$ cat config.mk
export PLATFORM = sky130hd
export DESIGN_NAME = upcount_timer
export DESIGN_NICKNAME = d
export VERILOG_FILES = /design/src/rtl/tmr_pkg.sv /design/src/rtl/tmr_prescaler.sv /design/src/rtl/tmr_count.sv /design/src/rtl/tmr_irq.sv /design/src/rtl/upcount_timer.sv
export SDC_FILE = /design/constraint.sdc
export NUM_CORES = 1
export LEC_CHECK = 0
export ABC_AREA = 1
export ABC_CLOCK_PERIOD_IN_PS = 4930
export CAP_MARGIN = 10
export CORE_MARGIN = 3
export CORE_UTILIZATION = 53
export DETAILED_ROUTE_END_ITERATION = 10
export PLACE_DENSITY = 0.81
export SYNTH_ARGS = -nofsm -noshare
export SYNTH_HDL_FRONTEND = slang
export SYNTH_SLANG_ARGS = --single-unit
$ cat constraint.sdc
create_clock -name clk -period 4.93 [get_ports clk]
set_input_delay 0.986 -clock clk [delete_from_list [all_inputs] [get_ports clk]]
set_output_delay 0.986 -clock clk [all_outputs]
set_load 0.05 [all_outputs]
$ cat src/rtl/tmr_pkg.sv
// Package: shared widths, register offsets, event bit positions and the
// control word layout of the up-counting timer.
// Assumes: byte-offset addressing on an 8-bit address, 32-bit data.
package tmr_pkg;
    localparam int DATA_W = 32;
    localparam int ADDR_W = 8;
    localparam int PTV_W  = 3;
    localparam int EVT_W  = 3;
    localparam int CTL_W  = 15;

    localparam logic [ADDR_W-1:0] OFS_CFG  = 8'h10;
    localparam logic [ADDR_W-1:0] OFS_STS  = 8'h18;
    localparam logic [ADDR_W-1:0] OFS_IEN  = 8'h1C;
    localparam logic [ADDR_W-1:0] OFS_WEN  = 8'h20;
    localparam logic [ADDR_W-1:0] OFS_CTL  = 8'h24;
    localparam logic [ADDR_W-1:0] OFS_CNT  = 8'h28;
    localparam logic [ADDR_W-1:0] OFS_LOAD = 8'h2C;
    localparam logic [ADDR_W-1:0] OFS_TRG  = 8'h30;
    localparam logic [ADDR_W-1:0] OFS_MAT  = 8'h38;

    localparam logic [DATA_W-1:0] CFG_KEEP = 32'h0000_033D;
    localparam int CFG_SRST_BIT = 1;

    localparam int EVT_MAT = 0;
    localparam int EVT_OVF = 1;
    localparam int EVT_CAP = 2;

    // Control word; the first member is the most significant bit (bit 14).
    typedef struct packed {
        logic             pin_dir;
        logic             cap_sel;
        logic             pulse_sel;
        logic [1:0]       trig_mode;
        logic [1:0]       cap_mode;
        logic             idle_lvl;
        logic             cmp_en;
        logic             div_en;
        logic [PTV_W-1:0] div_exp;
        logic             reload;
        logic             run;
    } ctl_t;
endpackage

$ cat src/rtl/tmr_prescaler.sv
// Module: tmr_prescaler
// Produces the count enable for the timer. With the divider off it is high
// on every clock while running. With the divider on it is high once every
// 2^(exp+1) clocks.
// Assumes: clr restarts the phase; the phase stays at zero while stopped.
module tmr_prescaler #(
    parameter int PTV_W = 3
) (
    input  logic             clk,
    input  logic             rst_n,
    input  logic             clr,
    input  logic             run,
    input  logic             div_en,
    input  logic [PTV_W-1:0] div_exp,
    output logic             tick
);
    localparam int PRE_W = 2 ** PTV_W;

    logic [PRE_W-1:0] phase;
    logic [PRE_W:0]   span;

    // Last phase value of one divided period: 2^(exp+1) - 1.
    always_comb begin
        span = ((PRE_W+1)'(1) << ((PTV_W+1)'(div_exp) + (PTV_W+1)'(1))) - (PRE_W+1)'(1);
    end

    // Count enable for this cycle.
    always_comb begin
        tick = run & (~div_en | (phase == span[PRE_W-1:0]));
    end

    // Phase counter: wraps on tick, held at zero when idle or restarted.
    always_ff @(posedge clk) begin
        if (!rst_n) begin
            phase <= '0;
        end else if (clr || !run || !div_en || tick) begin
            phase <= '0;
        end else begin
            phase <= phase + PRE_W'(1);
        end
    end
endmodule

$ cat src/rtl/tmr_count.sv
// Module: tmr_count
// Holds the 32-bit counter. It detects overflow and match on each
// increment, reloads or stops at zero on overflow, and accepts direct loads.
// Assumes: a load (counter or trigger write) beats counting and raises no event.
module tmr_count #(
    parameter int DATA_W = 32
) (
    input  logic              clk,
    input  logic              rst_n,
    input  logic              soft_rst,
    input  logic              tick,
    input  logic              reload,
    input  logic              cmp_en,
    input  logic              ld_en,
    input  logic [DATA_W-1:0] ld_val,
    input  logic [DATA_W-1:0] reload_val,
    input  logic [DATA_W-1:0] cmp_val,
    output logic [DATA_W-1:0] cnt,
    output logic              ovf_evt,
    output logic              mat_evt,
    output logic              stop_req
);
    logic              at_top;
    logic [DATA_W-1:0] nxt;

    // Next incremented value and the wrap condition.
    always_comb begin
        at_top = &cnt;
        nxt    = cnt + DATA_W'(1);
    end

    // Events from this cycle's advance.
    always_comb begin
        ovf_evt  = tick & at_top & ~ld_en;
        mat_evt  = tick & ~at_top & ~ld_en & cmp_en & (nxt == cmp_val);
        stop_req = ovf_evt & ~reload;
    end

    // Counter register update.
    always_ff @(posedge clk) begin
        if (!rst_n || soft_rst) begin
            cnt <= '0;
        end else if (ld_en) begin
            cnt <= ld_val;
        end else if (ovf_evt) begin
            cnt <= reload ? reload_val : '0;
        end else if (tick) begin
            cnt <= nxt;
        end
    end
endmodule

$ cat src/rtl/tmr_irq.sv
// Module: tmr_irq
// Sticky status with write-1-to-clear, masked by the interrupt enables, plus
// a registered wake pulse masked by the wake enables.
// Assumes: an event that sets a bit beats a clear of the same bit in a cycle.
module tmr_irq #(
    parameter int EVT_W = 3
) (
    input  logic             clk,
    input  logic             rst_n,
    input  logic             soft_rst,
    input  logic [EVT_W-1:0] evt,
    input  logic [EVT_W-1:0] int_en,
    input  logic [EVT_W-1:0] wake_en,
    input  logic             clr_wr,
    input  logic [EVT_W-1:0] clr_mask,
    output logic [EVT_W-1:0] status,
    output logic             irq,
    output logic             wake
);
    logic [EVT_W-1:0] status_nxt;

    // Next status: clear the written ones, then set the enabled events.
    always_comb begin
        status_nxt = (status & ~(clr_wr ? clr_mask : '0)) | (evt & int_en);
    end

    // Status and wake registers.
    always_ff @(posedge clk) begin
        if (!rst_n || soft_rst) begin
            status <= '0;
            wake   <= 1'b0;
        end else begin
            status <= status_nxt;
            wake   <= |(evt & wake_en);
        end
    end

    // Interrupt line follows the sticky status.
    always_comb begin
        irq = |status;
    end
endmodule

$ cat src/rtl/upcount_timer.sv
// Module: upcount_timer (top)
// Register file, write decode and read mux of the up-counting timer. It ties
// together the divider, the counter and the interrupt logic.
// Assumes: one write per cycle, sampled on the rising edge; reads are
// combinational from bus_addr; synchronous active-low reset.
module upcount_timer
    import tmr_pkg::*;
(
    input  logic              clk,
    input  logic              rst_n,
    input  logic              bus_we,
    input  logic [ADDR_W-1:0] bus_addr,
    input  logic [DATA_W-1:0] bus_wdata,
    output logic [DATA_W-1:0] bus_rdata,
    output logic              irq_o,
    output logic              wake_o
);
    logic [DATA_W-1:0] cfg_q, reload_q, cmp_q, cnt;
    logic [EVT_W-1:0]  ien_q, wen_q, status, evt;
    ctl_t              ctl_q;
    logic              soft_rst, ctl_wr, cnt_ld, tick, ovf_evt, mat_evt, stop_req;
    logic              sts_wr;
    logic [DATA_W-1:0] ld_val;

    // Write decode.
    always_comb begin
        soft_rst = bus_we && (bus_addr == OFS_CFG) && bus_wdata[CFG_SRST_BIT];
        ctl_wr   = bus_we && (bus_addr == OFS_CTL);
        sts_wr   = bus_we && (bus_addr == OFS_STS);
        cnt_ld   = bus_we && ((bus_addr == OFS_CNT) || (bus_addr == OFS_TRG));
        ld_val   = (bus_addr == OFS_CNT) ? bus_wdata : reload_q;
    end

    // Plain configuration registers.
    always_ff @(posedge clk) begin
        if (!rst_n || soft_rst) begin
            cfg_q    <= '0;
            ien_q    <= '0;
            wen_q    <= '0;
            reload_q <= '0;
            cmp_q    <= '0;
        end else if (bus_we) begin
            case (bus_addr)
                OFS_CFG:  cfg_q    <= bus_wdata & CFG_KEEP;
                OFS_IEN:  ien_q    <= bus_wdata[EVT_W-1:0];
                OFS_WEN:  wen_q    <= bus_wdata[EVT_W-1:0];
                OFS_LOAD: reload_q <= bus_wdata;
                OFS_MAT:  cmp_q    <= bus_wdata;
                default:  ;
            endcase
        end
    end

    // Control word: software writes win over the one-shot stop.
    always_ff @(posedge clk) begin
        if (!rst_n || soft_rst) begin
            ctl_q <= '0;
        end else if (ctl_wr) begin
            ctl_q <= ctl_t'(bus_wdata[CTL_W-1:0]);
        end else if (stop_req) begin
            ctl_q.run <= 1'b0;
        end
    end

    tmr_prescaler #(.PTV_W(PTV_W)) u_div (
        .clk     (clk),
        .rst_n   (rst_n),
        .clr     (soft_rst | cnt_ld | ctl_wr),
        .run     (ctl_q.run),
        .div_en  (ctl_q.div_en),
        .div_exp (ctl_q.div_exp),
        .tick    (tick)
    );

    tmr_count #(.DATA_W(DATA_W)) u_cnt (
        .clk        (clk),
        .rst_n      (rst_n),
        .soft_rst   (soft_rst),
        .tick       (tick),
        .reload     (ctl_q.reload),
        .cmp_en     (ctl_q.cmp_en),
        .ld_en      (cnt_ld),
        .ld_val     (ld_val),
        .reload_val (reload_q),
        .cmp_val    (cmp_q),
        .cnt        (cnt),
        .ovf_evt    (ovf_evt),
        .mat_evt    (mat_evt),
        .stop_req   (stop_req)
    );

    // Event vector in status bit order; capture is never raised here.
    always_comb begin
        evt          = '0;
        evt[EVT_MAT] = mat_evt;
        evt[EVT_OVF] = ovf_evt;
        evt[EVT_CAP] = 1'b0;
    end

    tmr_irq #(.EVT_W(EVT_W)) u_irq (
        .clk      (clk),
        .rst_n    (rst_n),
        .soft_rst (soft_rst),
        .evt      (evt),
        .int_en   (ien_q),
        .wake_en  (wen_q),
        .clr_wr   (sts_wr),
        .clr_mask (bus_wdata[EVT_W-1:0]),
        .status   (status),
        .irq      (irq_o),
        .wake     (wake_o)
    );

    // Read mux.
    always_comb begin
        case (bus_addr)
            OFS_CFG:  bus_rdata = cfg_q;
            OFS_STS:  bus_rdata = DATA_W'(status);
            OFS_IEN:  bus_rdata = DATA_W'(ien_q);
            OFS_WEN:  bus_rdata = DATA_W'(wen_q);
            OFS_CTL:  bus_rdata = DATA_W'(ctl_q);
            OFS_CNT:  bus_rdata = cnt;
            OFS_LOAD: bus_rdata = reload_q;
            OFS_TRG:  bus_rdata = '1;
            OFS_MAT:  bus_rdata = cmp_q;
            default:  bus_rdata = '0;
        endcase
    end
endmodule

# Word level (Yosys, flattened, before mapping)
# Index checks and enable logic that the tools add are counted.
[op_classes]
n_addsub = 4
shifts = 1
magnitude_cmp = 0
n_reduce_logical = 24
bitwise_logic = 21
mul = 0
mux = 9
n_eq_ne = 11
div = 0
[op_table]
columns = ["op", "n"]
rows = [
  ["32-bit one-hot mux with 9 select lines", 1],
  ["32-bit 2-to-1 mux", 5],
  ["8-bit by 6-bit equality test with 1-bit output, second input constant", 6],
  ["32-bit by 1-bit adder with 32-bit output, second input constant", 1],
  ["32-bit equality test", 1],
  ["32-bit AND reduction", 1],
  ["8-bit by 5-bit equality test with 1-bit output, second input constant", 3],
  ["2-bit AND reduction", 5],
  ["8-bit by 1-bit adder with 8-bit output, second input constant", 1],
  ["1-bit bitwise AND", 8],
  ["8-bit equality test", 1],
  ["1-bit by 4-bit left shift with 8-bit output, first input constant", 1],
  ["8-bit by 2-bit subtractor with 8-bit output, second input constant", 1],
  ["2-bit by 3-bit bitwise AND with 3-bit output", 2],
  ["3-bit OR reduction", 2],
  ["1-bit logical AND", 5],
  ["1-bit logical OR", 5],
  ["1-bit NOT", 5],
  ["3-bit by 1-bit adder with 4-bit output, second input constant", 1],
  ["3-bit bitwise AND", 1],
  ["1-bit zero test", 3],
  ["3-bit 2-to-1 mux", 1],
  ["3-bit NOT", 1],
  ["1-bit bitwise OR", 3],
  ["other kinds (5)", 6],
]
[word_totals]
ram_bits = 0
latchBits = 0
inputBits = 43
wordCells = 90
output_inout_bits = 34
mem_count = 0
mem_bits_ro = 0
register_bits = 136

# Logic depth before layout (Yosys ltp)
# Gate-level depths: netlist (run 1).
[logic_depth]
depth_word = 12
depth_mapped = 17
ltp_nobuf = 17

# Hierarchy
# Synthesis (run 1) repeated with hierarchy kept, for this count alone.
[hier_totals]
hier_cells = 1589
hier_area_um2 = 9537.9
[by_module_without_submodules]
columns = ["mod", "seq_area_each_um2", "cells_per_inst", "n_inst", "area_per_inst_um2"]
rows = [
  ["upcount_timer", 1841.8, 808, 1, 5235.0],
  ["tmr_count", 640.6, 667, 1, 3548.4],
  ["tmr_prescaler", 160.2, 86, 1, 560.5],
  ["tmr_irq", 80.1, 28, 1, 193.9],
]

# Least setup slack after synthesis (run 1)
# Ideal clock, no wire load.
[synth_timing]
path_type = "input port to output port"
startpoint = "input port bus_addr[2]"
endpoint = "output port bus_rdata[10]"
slack_ns = 1.214
stages = 7
path_buffers = 2
required_time_ns = 3.944
arrival_time_ns = 2.730
cell_sequence = "inv_1 > nand2_1 > nor2_1 > nand2_1 > clkbuf_1 > clkbuf_1 > o2111ai_1"
[synth_via]
elab_chain_len = 2
elab_cells_between_ends = 10
cone_classes = "9 x eq/ne; 1 x mux"
[synth_lines]
columns = ["item", "line_no", "rtl"]
rows = [
  ["start: declaration", "upcount_timer.sv:12", "input logic [ADDR_W-1:0] bus_addr,"],
  ["8-bit by 6-bit equality test with 1-bit output / 8-bit by 5-bit equality test with 1-bit output (equally long branches)", "upcount_timer.sv:116", "case (bus_addr)"],
  ["32-bit one-hot mux with 9 select lines (*)", "upcount_timer.sv:116", ""],
  ["end: declaration", "upcount_timer.sv:14", "output logic [DATA_W-1:0] bus_rdata,"],
]
# Mark *: on every way between the ends. The rest lies on a longest branch, timed or not.

# Final worst setup path (run 1)
[layout_timing]
startpoint = "input port bus_addr[0]"
endpoint = "output port bus_rdata[10]"
# The elaborated chain is that of the path after synthesis.

==> load_flow_metrics.sql, run 1 <==
INSERT INTO impl_metrics (metric_group, metric, value, unit) VALUES
('sta', 'slew_headroom', '0.4306', ''),
('setup_path', 'critical_path_peak_fanout', '17', ''),
('yosys', 'post-synth-top-area-cell', 'sky130_fd_sc_hd__dfxtp_1', ''),
('global_routing', 'grt.busiest_layer', 'met2', ''),
('drt', 'count_of_tritonroute_iterations_in_the_first_routing_pass', '7', ''),
('power_and_ir_drop', 'clock_power_share', '0.542', ''),
('yosys', 'dominant_cell_by_count_in_the_synthesized_netlist', 'sky130_fd_sc_hd__nand2_1', ''),
('drt', 'drt-total-wl', '28860', 'µm'),
('setup_path', 'critical_path_arrival', '3180', 'ps'),
('power_and_ir_drop', 'comb_power_share', '0.039', ''),
('yosys', 'async_flop_share', '0', ''),
('cts', 'worst_setup_hold_path_clk_slew', '60', 'ps'),
('drt', 'number_of_nets_still_failing_antenna_checks_after_routing', '0', ''),
('yosys', 'synth.area.top_cells', 'sky130_fd_sc_hd__dfxtp_1 31%, sky130_fd_sc_hd__nand2_1 19%, sky130_fd_sc_hd__a21oi_1 9.5%, sky130_fd_sc_hd__nand3_1 8.7%, sky130_fd_sc_hd__nor2_1 6.2%', ''),
('cts', 'clock_sinks', '136', ''),
('power_and_ir_drop', 'sw_frac_of_total', '0.2157', ''),
('global_routing', 'grt_use_total', '0.3231', ''),
('sta', 'worst_hold_slack', '460.4', 'ps'),
('die', 'die_y', '133.7', 'µm'),
('sta', 'final_hold_viol_count', '0', ''),
('place', 'place_inst', '1649', ''),
('yosys', 'ys_seq_area_frac', '0.3149', ''),
('die', 'placementRows', '46', ''),
('setup_path', 'endpoint_kind', 'output port', ''),
('global_routing', 'gr-total-overflow', '0', ''),
('cts', 'post_cts_sizing_count', '0', ''),
('cts', 'clk_root_buffer_cell', 'sky130_fd_sc_hd__clkbuf_16', ''),
('yosys', 'synth_area_per_cell', '6.158', 'µm²'),
('sta', 'fin_tns_setup', '0', 'ps'),
('sta', 'final_min_period_over_clock_period', '0.8440', ''),
('yosys', 'post_synth_instance_area', '8646', 'µm²'),
('outcome', 'outcome', 'finished clean', ''),
('power_and_ir_drop', 'vdd_drop_max', '0.2463', 'mV'),
('cells_and_area', 'post-route-cell-area', '10170', 'µm²'),
('place', 'place_area', '9520', 'µm²'),
('cells_and_area', 'area_of_the_multi_input_gates', '5231', 'µm²'),
('yosys', 'portion_of_synthesized_cell_area_occupied_by_the_leading_cell_type', '0.3149', ''),
('sta', 'setup_viol', '0', ''),
('cells_and_area', 'share_of_cells_above_drive_strength_1', '0.09147', ''),
('place', 'detailedPlacementHpwl', '19830', 'µm'),
('setup_path', 'cpMaxStageDelayCell', 'sky130_fd_sc_hd__clkdlybuf4s50_1', ''),
('setup_path', 'timing_worst_setup_path_type', 'input pin to output port', ''),
('power_and_ir_drop', 'cellInternalPower', '2.062', 'mW'),
('setup_path', 'timing.critical_path.cells', 'clkdlybuf4s50_1 > inv_1 > nand2_1 > nor2_1 > nand2_1 > clkinv_1 > buf_4 > buf_4 > a21oi_1 > o2111ai_1 > buf_4', ''),
('power_and_ir_drop', 'power_leakage', '3.711', 'nW'),
('sta', 'fin_crit', '4161', 'ps'),
('global_routing', 'grt_util_met2', '0.5067', ''),
('cells_and_area', 'finish.net_count', '1498', ''),
('cts', 'clock_latency', '440', 'ps'),
('die', 'design.core.area', '15940', 'µm²'),
('setup_path', 'crit_top_cell', 'sky130_fd_sc_hd__buf_4', ''),
('global_routing', 'use_met3', '0.06005', ''),
('setup_path', 'startpoint_type', 'input pin', ''),
('sta', 'final_max_tran_viols', '0', ''),
('cts', 'cts_tree', 'yes', ''),
('cts', 'total_number_of_h_tree_levels', '4', ''),
('power_and_ir_drop', 'power.sequential.fraction', '0.419', ''),
('setup_path', 'critical_path_required', '3940', 'ps'),
('sta', 'worst_clock_skew', '10.94', 'ps'),
('yosys', 'synthDistinctLibCells', '43', ''),
('cts', 'cts_made_buffers', '17', ''),
('sta', 'max_freq', '0.2403', 'GHz'),
('power_and_ir_drop', 'p_sw', '0.5670', 'mW'),
('flow_run', 'maximum_capacitance_violations', '0', ''),
('cts', 'cts_hold_buffers', '0', ''),
('cts', 'postCtsSetupBuffers', '0', ''),
('die', 'initial_utilization', '0.5423', ''),
('global_routing', 'global_route_wire_length_before_repair', '46800', 'µm'),
('place', 'portBuffers', '76', ''),
('yosys', 'instance_count_of_the_mapped_netlist', '1404', ''),
('cts', 'clk_path_buf_depth', '2', '');
[state kept, by name, indices dropped and copies added, names as in the netlist]
signal and cells:
u_cnt.cnt 32, cfg_q 7, wen_q 3, u_div.phase 8
ien_q 3, u_irq.wake 1, cmp_q 32, ctl_q 15
u_irq.status 3, reload_q 32
[routing by layer]
layer  vias to the layer above  wire length [µm]
met2                       551             13240
met4                         0               733
met5                         -                 0
met3                        73              2793
met1                      4580             12090
li1                       4763                 -
[layout by cell type (no fill, tap or decap), types with 3 or more instances in the layout]
cell / Yosys / routed
sky130_fd_sc_hd__a21oi_1: 164 / 164
sky130_fd_sc_hd__a221oi_1: 12 / 12
sky130_fd_sc_hd__a31oi_1: 10 / 10
sky130_fd_sc_hd__buf_12: 0 / 3
sky130_fd_sc_hd__buf_4: 0 / 53
sky130_fd_sc_hd__bufinv_16: 0 / 5
sky130_fd_sc_hd__clkbuf_16: 0 / 17
sky130_fd_sc_hd__clkdlybuf4s50_1: 0 / 43
sky130_fd_sc_hd__clkinv_1: 3 / 3
sky130_fd_sc_hd__clkinv_2: 1 / 4
sky130_fd_sc_hd__dfxtp_1: 136 / 136
sky130_fd_sc_hd__ha_1: 3 / 3
sky130_fd_sc_hd__inv_1: 97 / 97
sky130_fd_sc_hd__inv_2: 6 / 6
sky130_fd_sc_hd__nand2_1: 443 / 442
sky130_fd_sc_hd__nand2_2: 6 / 7
sky130_fd_sc_hd__nand3_1: 150 / 150
sky130_fd_sc_hd__nand3b_1: 14 / 14
sky130_fd_sc_hd__nand4_1: 7 / 7
sky130_fd_sc_hd__nor2_1: 142 / 141
sky130_fd_sc_hd__nor2_2: 7 / 7
sky130_fd_sc_hd__nor2_4: 9 / 10
sky130_fd_sc_hd__nor3_1: 5 / 5
sky130_fd_sc_hd__o2111ai_1: 9 / 9
sky130_fd_sc_hd__o211ai_1: 29 / 29
sky130_fd_sc_hd__o21ai_0: 20 / 20
sky130_fd_sc_hd__o21ai_1: 5 / 4
sky130_fd_sc_hd__o32ai_1: 19 / 19
sky130_fd_sc_hd__or2_2: 10 / 10
sky130_fd_sc_hd__xnor2_1: 3 / 3
sky130_fd_sc_hd__xor2_1: 7 / 7
[worst max-delay path: cells and delay by family]
kind | cells | cell delay (ps)
AND/OR/NAND/NOR | 3 | 510
buffers and inverters | 6 | 1410
AO/OA/AOI/OAI | 2 | 270
[final timing paths]
kind                               from                         end  slack [ps]  depth (start not counted)
max                         bus_addr[0]               bus_rdata[10]         770                         11
min          u_irq.status[2]$_SDFF_PP0_  u_irq.status[2]$_SDFF_PP0_         460                          2
max reg2reg   u_cnt.cnt[0]$_SDFFE_PP0P_  u_irq.status[0]$_SDFF_PP0_        1880                         14
min reg2reg  u_irq.status[2]$_SDFF_PP0_  u_irq.status[2]$_SDFF_PP0_         460                          2
[cells by family (layout without fill, tap and decap cells)]
| logic type | Yosys count | after routing | share of synthesized area |
|---|---|---|---|
| compound gates | 274 | 274 | 0.1878 |
| xor+xnor | 11 | 11 | 0.01274 |
| fa+ha+maj | 3 | 3 | 0.004342 |
| buf+inv | 178 | 239 | 0.08249 |
| flops | 136 | 136 | 0.3149 |
| other cells | 1 | 1 | 0.0004337 |
| simple gates | 801 | 801 | 0.3972 |
[power groups by stage]
stage | Combinational, mW | Sequential [mW] | Clock [mW]
after global routing | 0.111 | 1.10 | 1.48
after detailed placement | 0.101 | 1.13 | 0
after CTS | 0.102 | 1.10 | 1.43
after global placement | 0.101 | 1.13 | 0
final | 0.104 | 1.10 | 1.42
after floorplan | 0.0407 | 1.12 | 0
[layout make-up]
cell class	count	area share
clock inverters	12	0.01943
well taps	216	0.02656
flip-flops and latches	136	0.2676
repair buffers	100	0.08780
inverters	107	0.03960
multi-input cells	1090	0.5141
clock buffers	20	0.04488
[through the flow]
step | util | setup WS [ps] | total power [mW]
5_1_grt | 0.6382 | 591.9 | 2.696
6_report | 0.6382 | 769.0 | 2.629
3_3_place_gp | 0.5972 | 840.9 | 1.226
4_1_cts | 0.6382 | 771.2 | 2.638
3_5_place_dp | 0.5972 | 771.0 | 1.226
2_1_floorplan | - | 1214 | 1.166
(Power assumes the default switching activity.)
==> inputs of run 2 (changes only) <==
--- a/config.mk
+++ b/config.mk
@@ -6,7 +6,7 @@
 export NUM_CORES = 1
 export LEC_CHECK = 0
 export ABC_AREA = 1
-export ABC_CLOCK_PERIOD_IN_PS = 4930
+export ABC_CLOCK_PERIOD_IN_PS = 3950
 export CAP_MARGIN = 10
 export CORE_MARGIN = 3
 export CORE_UTILIZATION = 53
==> constraint.sdc (replaced) <==
create_clock -name clk -period 3.95 [get_ports clk]
set_input_delay 0.79 -clock clk [delete_from_list [all_inputs] [get_ports clk]]
set_output_delay 0.79 -clock clk [all_outputs]
set_load 0.05 [all_outputs]
==> load_flow_metrics.sql, run 2 (synthesized netlist as in run 1, its figures left out) <==
INSERT INTO impl_metrics (metric_group, metric, value, unit) VALUES
('sta', 'slew_headroom', '0.6204', ''),
('power_and_ir_drop', 'vdd_drop_max', '0.2938', 'mV'),
('cts', 'clk_path_buf_depth', '2', ''),
('sta', 'max_freq', '0.2752', 'GHz'),
('cts', 'total_number_of_h_tree_levels', '4', ''),
('cells_and_area', 'syn_to_final_growth', '18.31', '%'),
('cts', 'post_cts_sizing_count', '0', ''),
('place', 'gpl.final_weighted_congestion', '0.9859', ''),
('setup_path', 'critical_path_peak_fanout', '11', ''),
('cts', 'clk_root_buffer_cell', 'sky130_fd_sc_hd__clkbuf_16', ''),
('drt', 'post-route-drc-count', '0', ''),
('setup_path', 'critical_path_arrival', '2840', 'ps'),
('power_and_ir_drop', 'power_leakage', '3.715', 'nW'),
('die', 'placementRows', '46', ''),
('min_path', 'hp-class', 'flop to flop', ''),
('cells_and_area', 'final_common_cell', 'sky130_fd_sc_hd__nand2_1', ''),
('sta', 'worst_clock_skew', '8.501', 'ps'),
('drt', 'drt-total-wl', '29410', 'µm'),
('die', 'die_y', '133.7', 'µm'),
('cts', 'worst_setup_hold_path_clk_slew', '60', 'ps'),
('sta', 'setup_ws', '316.1', 'ps'),
('die', 'fp.dieW', '133.7', 'µm'),
('drt', 'first_iter_violations', '1391', ''),
('cells_and_area', 'share_of_cells_above_drive_strength_1', '0.09585', ''),
('drt', 'routedWlPerCell', '17.44', 'µm'),
('cells_and_area', 'utilization_after_layout', '0.6416', ''),
('power_and_ir_drop', 'cellPowerDensity', '304.9', 'nW/µm²'),
('cells_and_area', 'finish.net_count', '1504', ''),
('place', 'detailedPlacementHpwl', '20380', 'µm'),
('die', 'design.core.area', '15940', 'µm²'),
('cts', 'postCtsSetupBuffers', '0', ''),
('cts', 'cts_made_buffers', '17', ''),
('drt', 'vias_per_cell', '5.971', ''),
('place', 'place_area', '9641', 'µm²'),
('flow_run', 'maximum_capacitance_violations', '0', ''),
('global_routing', 'antenna_found_initial', '0', ''),
('setup_path', 'startpoint_type', 'input pin', ''),
('global_routing', 'global_route_wire_length_before_repair', '47670', 'µm'),
('global_routing', 'grt_use_total', '0.3278', ''),
('die', 'io_pins', '77', ''),
('drt', 'total_vias_in_the_final_route', '10070', ''),
('cts', 'cts_hold_buffers', '0', ''),
('sta', 'worst_hold_slack', '462.2', 'ps'),
('place', 'place_inst', '1655', ''),
('sta', 'setup_viol', '0', ''),
('die', 'initial_utilization', '0.5423', ''),
('cts', 'cts_tree', 'yes', ''),
('cts', 'clock_latency', '430', 'ps'),
('sta', 'worst_pin_slew', '568.8', 'ps'),
('sta', 'final_min_period_over_clock_period', '0.9200', ''),
('cells_and_area', 'post-route-cell-area', '10230', 'µm²'),
('global_routing', 'largest_net_degree_at_the_start_of_global_routing', '66', ''),
('outcome', 'outcome', 'finished clean', ''),
('sta', 'final_hold_viol_count', '0', ''),
('cells_and_area', 'reg.largest.list', 'cmp_q x32, reload_q x32, u_cnt.cnt x32', ''),
('cells_and_area', 'layout_common_cells', '442 x sky130_fd_sc_hd__nand2_1, 164 x sky130_fd_sc_hd__a21oi_1, 150 x sky130_fd_sc_hd__nand3_1, 141 x sky130_fd_sc_hd__nor2_1, 136 x sky130_fd_sc_hd__dfxtp_1', ''),
('sta', 'final_max_tran_viols', '0', ''),
('cts', 'clock_sinks', '136', ''),
('cells_and_area', 'antenna-diode-count', '0', ''),
('sta', 'fin_crit', '3634', 'ps'),
('setup_path', 'critical_path_required', '3160', 'ps'),
('power_and_ir_drop', 'report.power.total', '3.118', 'mW'),
('place', 'pre_cts_slack', '362.1', 'ps'),
('die', 'die_area', '17880', 'µm²'),
('place', 'portBuffers', '76', ''),
('cells_and_area', 'final-instance-count-excl-fill', '1687', ''),
('global_routing', 'gr-total-overflow', '0', ''),
('drt', 'number_of_nets_still_failing_antenna_checks_after_routing', '0', ''),
('global_routing', 'vias_in_the_first_global_route', '9274', ''),
('drt', 'count_of_tritonroute_iterations_in_the_first_routing_pass', '8', ''),
('setup_path', 'endpoint_kind', 'output port', ''),
('setup_path', 'timing_worst_setup_path_type', 'input pin to output port', ''),
('sta', 'fin_tns_setup', '0', 'ps'),
('sta', 'grt_setup_unrepaired', 'no', '');
-- run 2: cell types whose count changed in the layout (fill, tap and decap cells not counted) --
cell	before	now
sky130_fd_sc_hd__inv_6	0	2
sky130_fd_sc_hd__buf_12	3	9
sky130_fd_sc_hd__bufinv_16	5	2
sky130_fd_sc_hd__clkbuf_8	2	1
sky130_fd_sc_hd__clkinv_4	2	3
sky130_fd_sc_hd__clkbuf_1	1	0
sky130_fd_sc_hd__clkinvlp_4	2	4
-- run 2: final timing paths --
kind / slack, ps / end / depth (start not counted) / start
min: 460 / ctl_q[8]$_SDFFE_PP0P_ / 2 / ctl_q[8]$_SDFFE_PP0P_
min reg2reg: 460 / ctl_q[8]$_SDFFE_PP0P_ / 2 / ctl_q[8]$_SDFFE_PP0P_
max: 320 / bus_rdata[9] / 9 / bus_addr[5]
max reg2reg: 890 / u_irq.wake$_SDFF_PP0_ / 14 / u_cnt.cnt[0]$_SDFFE_PP0P_
-- run 2: worst max-delay path, stage by stage --
cell	delay, ps
sky130_fd_sc_hd__clkdlybuf4s50_1	520
sky130_fd_sc_hd__nand2_1	70
sky130_fd_sc_hd__nor2_1	210
sky130_fd_sc_hd__nand2_1	220
sky130_fd_sc_hd__inv_1	450
sky130_fd_sc_hd__nand2_1	100
sky130_fd_sc_hd__o2111a_1	160
sky130_fd_sc_hd__o211ai_1	150
sky130_fd_sc_hd__buf_12	180
-- run 2: power breakdown --
group | total, mW | leakage, nW | internal (mW) | switching (mW)
Combinational | 0.134 | 2.34 | 0.0525 | 0.0814
Sequential | 1.37 | 1.09 | 1.37 | 0.00145
Clock | 1.61 | 0.279 | 0.948 | 0.662
-- run 2: final cells by class --
class	count	area (µm²)
sequential	136	2723
tap	216	270.3
clock buffer	18	439.2
inverter	107	402.9
multi-input combinational	1090	5231
fill	1510	5714
timing repair buffer	106	1013
clock inverter	14	148.9
-- run 2: metal layers --
layer	GRT usage	part of all wire	vias to the layer above
met1	0.4438	0.41	4613
met4	0.09943	0.021	0
met5	0	0	-
li1	-	-	4781
met2	0.5241	0.46	609
met3	0.07289	0.11	70
==> inputs of run 3 (changes only) <==
--- a/config.mk
+++ b/config.mk
@@ -6,7 +6,7 @@
 export NUM_CORES = 1
 export LEC_CHECK = 0
 export ABC_AREA = 1
-export ABC_CLOCK_PERIOD_IN_PS = 3950
+export ABC_CLOCK_PERIOD_IN_PS = 4500
 export CAP_MARGIN = 10
 export CORE_MARGIN = 3
 export CORE_UTILIZATION = 53
==> constraint.sdc (replaced) <==
create_clock -name clk -period 4.5 [get_ports clk]
set_input_delay 0.9 -clock clk [delete_from_list [all_inputs] [get_ports clk]]
set_output_delay 0.9 -clock clk [all_outputs]
set_load 0.05 [all_outputs]
==> load_flow_metrics.sql, run 3 (synthesized netlist as in run 1, its figures left out) <==
INSERT INTO impl_metrics (metric_group, metric, value, unit) VALUES
('outcome', 'outcome', 'finished clean', ''),
('sta', 'slew_headroom', '0.4307', ''),
('cts', 'postCtsSetupBuffers', '0', ''),
('sta', 'final_max_tran_viols', '0', ''),
('setup_path', 'critical_path_peak_fanout', '25', ''),
('setup_path', 'reg2reg_setup_slack', '1340', 'ps'),
('sta', 'max_freq', '0.2593', 'GHz'),
('sta', 'worst_clock_skew', '7.288', 'ps'),
('die', 'die_area', '17880', 'µm²'),
('min_path', 'timing.hold.worst_path_depth', '2', ''),
('flow_run', 'maximum_capacitance_violations', '0', ''),
('power_and_ir_drop', 'clock_power_share', '0.519', ''),
('drt', 'drt-total-wl', '30220', 'µm'),
('global_routing', 'grt.busiest_layer', 'met2', ''),
('sta', 'final_hold_viol_count', '0', ''),
('cells_and_area', 'final_common_cell', 'sky130_fd_sc_hd__nand2_1', ''),
('cts', 'cts_tree', 'yes', ''),
('min_path', 'hp-class', 'flop to flop', ''),
('cells_and_area', 'reg.largest.list', 'cmp_q x32, reload_q x32, u_cnt.cnt x32', ''),
('sta', 'setup_viol', '0', ''),
('power_and_ir_drop', 'cellPowerDensity', '270.5', 'nW/µm²'),
('cells_and_area', 'area_of_the_multi_input_gates', '5231', 'µm²'),
('setup_path', 'rr_startpoint', 'u_cnt.cnt[0]$_SDFFE_PP0P_', ''),
('setup_path', 'worst_path_largest_cell_delay', '450', 'ps'),
('global_routing', 'global_route_wire_length_before_repair', '48140', 'µm'),
('cts', 'post_cts_sizing_count', '0', ''),
('die', 'fp.dieW', '133.7', 'µm'),
('place', 'portBuffers', '76', ''),
('setup_path', 'timing_worst_setup_path_type', 'input pin to output port', ''),
('power_and_ir_drop', 'vdd_drop_max', '0.2725', 'mV'),
('global_routing', 'gr-total-overflow', '0', ''),
('power_and_ir_drop', 'power.sequential.fraction', '0.438', ''),
('setup_path', 'r2r_end', 'u_cnt.cnt[1]$_SDFFE_PP0P_', ''),
('cells_and_area', 'antenna-diode-count', '0', ''),
('cells_and_area', 'final-seq-area', '2723', 'µm²'),
('setup_path', 'r2r.worst_path.cells', '16', ''),
('power_and_ir_drop', 'sw_frac_of_total', '0.2375', ''),
('global_routing', 'largest_net_degree_at_the_start_of_global_routing', '74', ''),
('sta', 'fin_crit', '3857', 'ps'),
('drt', 'total_vias_in_the_final_route', '10080', ''),
('setup_path', 'critical_path_required', '3600', 'ps'),
('drt', 'number_of_nets_still_failing_antenna_checks_after_routing', '0', ''),
('global_routing', 'grt_util_met2', '0.5225', ''),
('drt', 'count_of_tritonroute_iterations_in_the_first_routing_pass', '6', ''),
('cells_and_area', 'fill_cell_instance_count_of_the_final_layout', '1504', ''),
('global_routing', 'use_met3', '0.07968', ''),
('global_routing', 'use_met1', '0.4383', ''),
('drt', 'first_iter_violations', '1287', ''),
('drt', 'post-route-drc-count', '0', ''),
('sta', 'final_min_period_over_clock_period', '0.8571', ''),
('die', 'initial_utilization', '0.5423', ''),
('sta', 'grt_setup_unrepaired', 'no', ''),
('die', 'io_pins', '77', ''),
('cts', 'clk_path_buf_depth', '2', ''),
('setup_path', 'critical_path_arrival', '2960', 'ps'),
('setup_path', 'cpMaxStageDelayCell', 'sky130_fd_sc_hd__clkdlybuf4s50_1', ''),
('cts', 'cts_made_buffers', '17', ''),
('cells_and_area', 'share_of_cells_above_drive_strength_1', '0.09277', ''),
('cts', 'clk_root_buffer_cell', 'sky130_fd_sc_hd__clkbuf_16', ''),
('die', 'die_y', '133.7', 'µm'),
('power_and_ir_drop', 'cellInternalPower', '2.099', 'mW'),
('place', 'detailedPlacementHpwl', '20580', 'µm'),
('min_path', 'min-delay-start', 'ctl_q[7]$_SDFFE_PP0P_', ''),
('global_routing', 'antenna_found_initial', '0', ''),
('setup_path', 'startpoint_type', 'input pin', ''),
('cts', 'clock_sinks', '136', ''),
('drt', 'vias_per_cell', '5.992', ''),
('cts', 'total_number_of_h_tree_levels', '4', ''),
('die', 'design.core.area', '15940', 'µm²'),
('cells_and_area', 'layout_common_cells', '442 x sky130_fd_sc_hd__nand2_1, 164 x sky130_fd_sc_hd__a21oi_1, 150 x sky130_fd_sc_hd__nand3_1, 141 x sky130_fd_sc_hd__nor2_1, 136 x sky130_fd_sc_hd__dfxtp_1', ''),
('sta', 'fin_tns_setup', '0', 'ps'),
('global_routing', 'grt_use_total', '0.3335', ''),
('cts', 'cts_hold_buffers', '0', ''),
('setup_path', 'timing.critical_path.cells', 'clkdlybuf4s50_1 > inv_1 > nand2_1 > nor2_1 > nand2_1 > clkinv_1 > buf_4 > a221oi_1 > o2111ai_1 > buf_4', ''),
('cts', 'clock_latency', '440', 'ps'),
('global_routing', 'vias_in_the_first_global_route', '9389', ''),
('power_and_ir_drop', 'comb_power_share', '0.042', ''),
('setup_path', 'endpoint_kind', 'output port', ''),
('die', 'placementRows', '46', ''),
('cells_and_area', 'syn_to_final_growth', '17.68', '%'),
('drt', 'routedWlPerCell', '17.97', 'µm'),
('power_and_ir_drop', 'p_sw', '0.6537', 'mW'),
('sta', 'worst_pin_slew', '854.0', 'ps'),
('min_path', 'min_to', 'ctl_q[7]$_SDFFE_PP0P_', ''),
('cells_and_area', 'finish.net_count', '1499', ''),
('place', 'gpl.final_weighted_congestion', '1.047', ''),
('power_and_ir_drop', 'power_leakage', '3.694', 'nW'),
('cts', 'worst_setup_hold_path_clk_slew', '60', 'ps'),
('sta', 'worst_hold_slack', '462.8', 'ps');
run 3: cell types whose count changed in the layout (fill, tap and decap cells not counted):
cell                       before  now
sky130_fd_sc_hd__clkinv_4       3    2
sky130_fd_sc_hd__inv_6          2    3
sky130_fd_sc_hd__clkbuf_8       1    2
sky130_fd_sc_hd__buf_4         53   50
sky130_fd_sc_hd__buf_12         9    7
sky130_fd_sc_hd__clkinv_2       4    3
run 3: layout make-up:
cell class	count	share of cell area
Multi-Input combinational cell	1090	0.5141
Sequential cell	136	0.2676
Timing Repair Buffer	101	0.09346
Clock buffer	19	0.04452
Inverter	107	0.03960
Tap cell	216	0.02656
Clock inverter	13	0.01414
run 3: critical path: cells and delay by family:
kind            cells  cell delay (ps)
compound gates      2              470
buf+inv             5             1090
simple gates        3              480
run 3: through the flow:
stage | power [mW] | utilization | cells | setup slack (ps) | cell area, µm²
after floorplan | 1.277 | - | 1404 | 956.3 | 8646
after global placement | 1.347 | 0.6008 | 1650 | 715.6 | 9578
after detailed placement | 1.347 | 0.6008 | 1650 | 677.7 | 9578
after CTS | 2.758 | 0.6382 | 1682 | 680.3 | 10170
after global routing | 2.812 | 0.6382 | 1682 | 479.7 | 10170
final | 2.752 | 0.6382 | 1682 | 643.0 | 10170
run 3: worst max-delay path by stage:
stage | start | endpoint | slack (ps) | cells past startpoint
after CTS | bus_addr[0] | bus_rdata[8] | 680 | 10
after floorplan | bus_addr[2] | bus_rdata[10] | 960 | 7
after detailed placement | bus_addr[0] | bus_rdata[8] | 680 | 10
final | bus_addr[0] | bus_rdata[8] | 640 | 10
after global placement | bus_addr[0] | bus_rdata[8] | 720 | 10
after global routing | bus_addr[0] | bus_rdata[15] | 480 | 10
run 3: routing by layer:
layer,vias up,routed length (µm)
met5,-,0
met4,0,1127
met3,89,3112
met2,560,13760
met1,4649,12230
li1,4780,-
run 3: power groups by stage:
stage	Combinational (mW)	Sequential (mW)	Clock, mW
final	0.116	1.21	1.43
after global routing	0.123	1.21	1.48
after CTS	0.114	1.21	1.44
after detailed placement	0.114	1.23	0
after global placement	0.114	1.23	0
after floorplan	0.0446	1.23	0
